<file path="src/rtl/dma_arb_pkg.sv">
package dma_arb_pkg;
    typedef enum logic [1:0] {
        TM_NOW     = 2'd0,
        TM_VBLANK  = 2'd1,
        TM_HBLANK  = 2'd2,
        TM_SPECIAL = 2'd3
    } trig_mode_e;

    typedef enum logic [1:0] {
        CH_IDLE   = 2'd0,
        CH_ARMED  = 2'd1,
        CH_ACTIVE = 2'd2
    } ch_state_e;

    typedef enum logic [1:0] {
        ARB_IDLE = 2'd0,
        ARB_WAIT = 2'd1,
        ARB_BUSY = 2'd2
    } arb_state_e;
endpackage

</file>
<file path="src/rtl/chan_trigger.sv">
module chan_trigger
    import dma_arb_pkg::*;
#(
    parameter int START_LAT = 3,
    parameter int WW        = 2
) (
    input  logic          clk,
    input  logic          rst_n,
    input  logic          en,
    input  logic [1:0]    mode,
    input  logic          hblank,
    input  logic          vblank,
    input  logic          special,
    input  logic          grant_me,
    input  logic          retire_me,
    output logic          pending,
    output logic          started,
    output logic [WW-1:0] wait_left
);
    localparam logic [WW-1:0] LAT_V = WW'(START_LAT);

    ch_state_e     st;
    logic [WW-1:0] wait_q;
    logic          en_q;
    logic          trig;

    // trigger source chosen by the timing code
    always_comb begin
        unique case (trig_mode_e'(mode))
            TM_NOW:     trig = en && !en_q;
            TM_VBLANK:  trig = vblank;
            TM_HBLANK:  trig = hblank;
            TM_SPECIAL: trig = special;
            default:    trig = 1'b0;
        endcase
    end

    always_ff @(posedge clk) begin
        if (!rst_n) begin
            st     <= CH_IDLE;
            wait_q <= '0;
            en_q   <= 1'b0;
        end else begin
            en_q <= en;
            if (st != CH_IDLE && wait_q != '0) begin
                wait_q <= wait_q - 1'b1;
            end
            if (!en || retire_me) begin
                st <= CH_IDLE;
            end else begin
                unique case (st)
                    CH_IDLE: begin
                        if (trig) begin
                            st     <= CH_ARMED;
                            wait_q <= LAT_V;
                        end
                    end
                    CH_ARMED: begin
                        if (grant_me) begin
                            st <= CH_ACTIVE;
                        end
                    end
                    CH_ACTIVE: st <= CH_ACTIVE;
                    default:   st <= CH_IDLE;
                endcase
            end
        end
    end

    always_comb begin
        pending   = (st != CH_IDLE);
        started   = (st == CH_ACTIVE);
        wait_left = wait_q;
    end

    // the arbiter only starts a channel that is pending and due
    a_r6_grant_due: assert property (@(posedge clk) disable iff (!rst_n)
        grant_me |-> (st != CH_IDLE && wait_q == '0));

    // a dropped enable leaves the channel idle
    a_r11_disable_clears: assert property (@(posedge clk) disable iff (!rst_n)
        !en |=> (st == CH_IDLE));
endmodule

</file>
<file path="src/rtl/chan_select.sv">
module chan_select #(
    parameter int NUM_CH = 4,
    parameter int WW     = 2,
    parameter int IW     = 2
) (
    input  logic [NUM_CH-1:0]    pend,
    input  logic [NUM_CH-1:0]    started,
    input  logic [NUM_CH*WW-1:0] wait_flat,
    output logic                 sel_valid,
    output logic [IW-1:0]        sel_idx,
    output logic [WW-1:0]        sel_wait
);
    // lowest index first; a later unstarted channel wins only if due sooner
    always_comb begin
        sel_valid = 1'b0;
        sel_idx   = '0;
        sel_wait  = '0;
        for (int i = 0; i < NUM_CH; i++) begin
            if (pend[i]) begin
                if (!sel_valid) begin
                    sel_valid = 1'b1;
                    sel_idx   = IW'(i);
                    sel_wait  = wait_flat[i*WW +: WW];
                end else if (!started[i] && wait_flat[i*WW +: WW] < sel_wait) begin
                    sel_idx  = IW'(i);
                    sel_wait = wait_flat[i*WW +: WW];
                end
            end
        end
    end
endmodule

</file>
<file path="src/rtl/xfer_trigger_arbiter.sv">
module xfer_trigger_arbiter
    import dma_arb_pkg::*;
#(
    parameter int NUM_CH    = 4,
    parameter int START_LAT = 3
) (
    input  logic                      clk,
    input  logic                      rst_n,
    input  logic [NUM_CH-1:0]         chan_en,
    input  logic [2*NUM_CH-1:0]       chan_mode,
    input  logic                      hblank_stb,
    input  logic                      vblank_stb,
    input  logic                      disp_start_stb,
    input  logic [NUM_CH-3:0]         fifo_req,
    input  logic                      unit_done,
    input  logic                      block_done,
    output logic                      active_valid,
    output logic [$clog2(NUM_CH)-1:0] active_ch,
    output logic                      start_grant,
    output logic                      cpu_stall
);
    localparam int IW    = $clog2(NUM_CH);
    localparam int WW    = $clog2(START_LAT + 1);
    localparam int NFIFO = NUM_CH - 2;

    arb_state_e         st, st_nx;
    logic [IW-1:0]      busy_ch;
    logic [NUM_CH-1:0]  pend_vec, start_vec, grant_vec, retire_vec;
    logic [NUM_CH*WW-1:0] wait_flat;
    logic               sel_valid;
    logic [IW-1:0]      sel_idx;
    logic [WW-1:0]      sel_wait;
    logic               retire_now;

    assign retire_now = (st == ARB_BUSY) && unit_done && block_done;

    for (genvar i = 0; i < NUM_CH; i++) begin : g_ch
        logic special_src;
        if (i == 0) begin : g_none
            assign special_src = 1'b0;
        end else if (i <= NFIFO) begin : g_fifo
            assign special_src = fifo_req[i-1];
        end else begin : g_disp
            assign special_src = disp_start_stb;
        end

        assign grant_vec[i]  = start_grant && (sel_idx == IW'(i));
        assign retire_vec[i] = retire_now && (busy_ch == IW'(i));

        chan_trigger #(.START_LAT(START_LAT), .WW(WW)) u_trig (
            .clk       (clk),
            .rst_n     (rst_n),
            .en        (chan_en[i]),
            .mode      (chan_mode[2*i +: 2]),
            .hblank    (hblank_stb),
            .vblank    (vblank_stb),
            .special   (special_src),
            .grant_me  (grant_vec[i]),
            .retire_me (retire_vec[i]),
            .pending   (pend_vec[i]),
            .started   (start_vec[i]),
            .wait_left (wait_flat[i*WW +: WW])
        );
    end

    chan_select #(.NUM_CH(NUM_CH), .WW(WW), .IW(IW)) u_sel (
        .pend      (pend_vec),
        .started   (start_vec),
        .wait_flat (wait_flat),
        .sel_valid (sel_valid),
        .sel_idx   (sel_idx),
        .sel_wait  (sel_wait)
    );

    assign start_grant = (st != ARB_BUSY) && sel_valid && (sel_wait == '0);

    always_comb begin
        st_nx = st;
        unique case (st)
            ARB_IDLE, ARB_WAIT: begin
                if (start_grant)        st_nx = ARB_BUSY;
                else if (|pend_vec)     st_nx = ARB_WAIT;
                else                    st_nx = ARB_IDLE;
            end
            ARB_BUSY: begin
                if (unit_done) begin
                    st_nx = (|(pend_vec & ~retire_vec)) ? ARB_WAIT : ARB_IDLE;
                end
            end
            default: st_nx = ARB_IDLE;
        endcase
    end

    always_ff @(posedge clk) begin
        if (!rst_n) begin
            st        <= ARB_IDLE;
            busy_ch   <= '0;
            cpu_stall <= 1'b0;
        end else begin
            st <= st_nx;
            if (start_grant) begin
                busy_ch   <= sel_idx;
                cpu_stall <= 1'b1;
            end else if (pend_vec == '0) begin
                cpu_stall <= 1'b0;
            end
        end
    end

    always_comb begin
        active_valid = (st == ARB_BUSY) || sel_valid;
        active_ch    = (st == ARB_BUSY) ? busy_ch : sel_idx;
    end

    // stall follows a grant
    a_r7_stall_after_grant: assert property (@(posedge clk) disable iff (!rst_n)
        start_grant |=> cpu_stall);

    // stall drops once nothing is pending
    a_r7_stall_release: assert property (@(posedge clk) disable iff (!rst_n)
        (pend_vec == '0 && !start_grant) |=> !cpu_stall);

    // owner is held while a unit is in flight
    a_r6_hold_owner: assert property (@(posedge clk) disable iff (!rst_n)
        (st == ARB_BUSY && !unit_done) |=> (active_ch == $past(active_ch)));

    // the granted channel is one the channels report as pending
    a_r5_grant_pending: assert property (@(posedge clk) disable iff (!rst_n)
        start_grant |-> pend_vec[sel_idx]);
endmodule

</file>
<file path="config.mk">
export PLATFORM = sky130hd
export DESIGN_NAME = xfer_trigger_arbiter
export DESIGN_NICKNAME = d
export VERILOG_FILES = /design/src/rtl/dma_arb_pkg.sv /design/src/rtl/chan_trigger.sv /design/src/rtl/chan_select.sv /design/src/rtl/xfer_trigger_arbiter.sv
export SDC_FILE = /design/constraint.sdc
export NUM_CORES = 1
export LEC_CHECK = 0
export BUFFER_PORTS_ARGS = -buffer_cell sky130_fd_sc_hd__buf_4
export CAP_MARGIN = 30
export CELL_PAD_IN_SITES_DETAIL_PLACEMENT = 0
export CELL_PAD_IN_SITES_GLOBAL_PLACEMENT = 1
export CORE_MARGIN = 2
export CORE_UTILIZATION = 38
export DETAILED_ROUTE_END_ITERATION = 8
export GPL_TIMING_DRIVEN = 0
export HOLD_SLACK_MARGIN = 0.03
export PLACE_DENSITY_LB_ADDON = 0.05
export SLEW_MARGIN = 20
export SYNTH_ARGS = -nofsm -noshare
export SYNTH_HDL_FRONTEND = slang
export SYNTH_SLANG_ARGS = --single-unit
</file>
<file path="constraint.sdc">
create_clock -name clk -period 4.25 [get_ports clk]
set_clock_uncertainty 0.1 [all_clocks]
set_input_delay 0.2125 -clock clk [delete_from_list [all_inputs] [get_ports clk]]
set_output_delay 0.2125 -clock clk [all_outputs]
set_load 0.005 [all_outputs]
</file>
==> impl_metrics.json <==
{
  "p_comb_frac": 0.431,
  "final_cell_area_sq_um": 2530,
  "drive_gt1_frac": 0.314,
  "crit_required_ps": 3940,
  "areaGrowthSynthToFinish_pct": 34.6,
  "synthCells": 231,
  "final_nets": 317,
  "cts_buffers": 3,
  "status": "finished with violations",
  "finalCritPeriodShare": 1.02,
  "worstPathMaxFanout": 6,
  "yosys_warnings": 0,
  "p_per_area_nw_per_um2": 301,
  "layout_min_cycle_time_ps": 4350,
  "grt_pass1_vias": 1810,
  "synth_mux_area_frac": 0.0625,
  "gp_congestion": 0.823,
  "rows": 25,
  "groute.usage.overall": 0.199,
  "synthSimpleGateAreaFrac": 0.250,
  "regArea_sq_um": 504,
  "synth_edf_count": 0,
  "p_switching_mw": 0.274,
  "synth_fa_ha_area_frac": 0.120,
  "clockBufferDepth": 2,
  "clkPwrFrac": 0.200,
  "fillers": 478,
  "final_common_cell": "buf_4",
  "cts_tree": "done",
  "multi_input_area_sq_um": 1450,
  "synth_compound_area_frac": 0.222,
  "cp-end-kind": "output pin",
  "p_total_mw": 0.761,
  "die_area_sq_um": 5530,
  "grt-ovfl-total": 0,
  "num_vias": 1830,
  "leakage_nw": 1.00,
  "pin_count": 26,
  "syn_area_sq_um": 1880,
  "dpl-instance-area_sq_um": 2170,
  "htree_levels": 1,
  "hold_class": "in -> reg",
  "synth.distinct_cells": 49,
  "p_int_mw": 0.487,
  "synth_top_family_by_area": "simple AND/OR/NAND/NOR gates",
  "crit_type": "reg -> out",
  "core-area_sq_um": 4750,
  "tightest_slew_ps": 601,
  "start_util": 0.396,
  "synthFlopType": "dfxtp_1",
  "violations": "setup timing",
  "synth_fp_nets": 270,
  "slew_violations": 0,
  "synth_xor_area_frac": 0.0186,
  "power_frac_seq": 0.369,
  "dpl.hpwl_um": 3760,
  "io_buffers": 24,
  "antenna_found_initial": 0,
  "insertedDiodeCount": 0,
  "setup_viol": 3,
  "synth_seq_area_share": 0.266,
  "wl_um": 5050,
  "max_freq_mhz": 230,
  "fin_util": 0.532,
  "wl_per_cell_um": 14.7,
  "worstSetupStartpointType": "flip-flop",
  "hold_viol": 0,
  "die_w_um": 74.3,
  "rsz0062_at_grt": "yes",
  "grt_pass1_wl_um": 8320,
  "holdWs_ps": 61.6,
  "max_cap_viol_count": 0,
  "cts-root-buf": "clkbuf_8",
  "p_sw_frac": 0.360,
  "synth_seq_cells": 25,
  "path_clk_slew_ps": 90,
  "setup_ws_ps": -103,
  "final_cell_mix": "buf_4, nor2_1, dfxtp_1, inv_1, nand2_1",
  "insertion_delay_ps": 280,
  "critPathArrivalTime_ps": 4040,
  "ant_nets": 0,
  "postSynth.asyncResetShare": 0,
  "dr.pass1.iters": 4,
  "drc_errors": 0,
  "dr.first_iter.drc_count": 53,
  "synth.avg_cell_area_sq_um": 8.14,
  "ir_worst_vdd_mv": 0.117,
  "die_h_um": 74.3,
  "slew_headroom": 0.599,
  "ctsHoldBuffers": 0,
  "cts.sinks": 25,
  "via_per_inst": 5.32,
  "grt_max_degree": 15
}
-- critical path, cell delays in order (launching register included) --
cell and delay (ps):
dfxtp_2 350, inv_2 50, ha_4 160, inv_4 60, nand2_4 50, ha_4 160, o21ba_4 200, a311oi_4 250
o2bb2ai_2 170, inv_2 70, ha_4 220, o31a_1 120, a2111oi_4 370, a21oi_4 80, mux2i_4 200, inv_1 60
ha_2 160, nor2_2 40, o21bai_2 190, a21oi_4 70, or3_4 400, o21a_4 220, inv_2 50, buf_6 80
-- what timing repair did --
item                                    in CTS  in global routing
endpoints found under the setup margin      16                 16
pin swaps                                   14                 10
buffers inserted                            14                  5
gates resized for setup                     28                 11
-- cells in the mapped netlist, types with 3 or more instances --
library cell / n / area share
a21oi_1: 16 / 0.043
a31oi_1: 4 / 0.013
and2_1: 6 / 0.020
dfxtp_1: 25 / 0.27
ha_1: 18 / 0.12
inv_1: 24 / 0.048
mux2i_1: 5 / 0.027
mux4_2: 3 / 0.036
nand2_1: 17 / 0.034
nand2b_1: 3 / 0.010
nand3_1: 4 / 0.011
nand4_1: 7 / 0.023
nor2_1: 23 / 0.046
nor2b_1: 8 / 0.027
nor3_1: 7 / 0.019
nor4_1: 3 / 0.010
o211ai_1: 6 / 0.024
o21ai_0: 9 / 0.024
xnor2_1: 4 / 0.019
-- metal layers --
layer  global-route usage  vias to the layer above  share of wire
met5                    0                        -              0
met4               0.0556                        0          0.012
met3               0.0203                        5          0.045
met2                0.351                       35           0.48
met1                0.259                      875           0.46
li1                     -                      915              -
-- through the flow --
step / std cells / setup TNS (ps) / setup WS (ps)
3_3_place_gp: 322 / -8730 / -700
3_5_place_dp: 322 / -8870 / -722
6_report: 344 / -210 / -103
4_1_cts: 339 / -1320 / -295
2_1_floorplan: 231 / 0 / 6.69
5_1_grt: 344 / -1260 / -259
-- power by group through the flow --
stage               clock (mW)  sequential (mW)  combinational [mW]
floorplan                    0            0.278               0.179
global placement             0            0.284               0.261
detailed placement           0            0.283               0.260
CTS                      0.159            0.280               0.307
global route             0.163            0.285               0.366
finish                   0.152            0.281               0.328
-- path summary, 6_finish.rpt --
kind,start,end,slack [ps],depth (start not counted)
setup / recovery,g_ch[0].u_trig.st[1]$_SDFFE_PP0P_,start_grant,-100,23
hold / removal,chan_en[0],g_ch[0].u_trig.en_q$_SDFF_PN0_,60,2
setup reg to reg,g_ch[0].u_trig.st[1]$_SDFFE_PP0P_,g_ch[1].u_trig.st[1]$_SDFFE_PP0P_,10,24
hold reg to reg,cpu_stall$_SDFFE_PN0P_,cpu_stall$_SDFFE_PN0P_,370,2
-- sequential cells by signal (all words and copies together), names as in the netlist --
signal                 count
g_ch.u_trig.en_q           4
st                         2
g_ch.u_trig.wait_left      8
busy_ch                    2
cpu_stall                  1
g_ch.u_trig.st             8
-- layout make-up --
| type | count | share of cell area |
|---|---|---|
| multi-input cells | 177 | 0.571 |
| flip-flops and latches | 25 | 0.199 |
| repair buffers | 43 | 0.133 |
| inverters | 24 | 0.0366 |
| well taps | 67 | 0.0331 |
| clock buffers | 3 | 0.0163 |
| plain buffers | 4 | 0.00791 |
| clock inverters | 1 | 0.00198 |
-- cell families (layout without fill, tap and decap cells) --
| group | Yosys count | in the layout |
|---|---|---|
| XOR/XNOR | 4 | 4 |
| AO/OA/AOI/OAI | 57 | 57 |
| flip-flops | 25 | 25 |
| AND/OR/NAND/NOR | 90 | 90 |
| buffers and inverters | 29 | 75 |
| adder cells (fa/ha/maj) | 18 | 18 |
| multiplexers | 8 | 8 |
(Power assumes the default switching activity.)
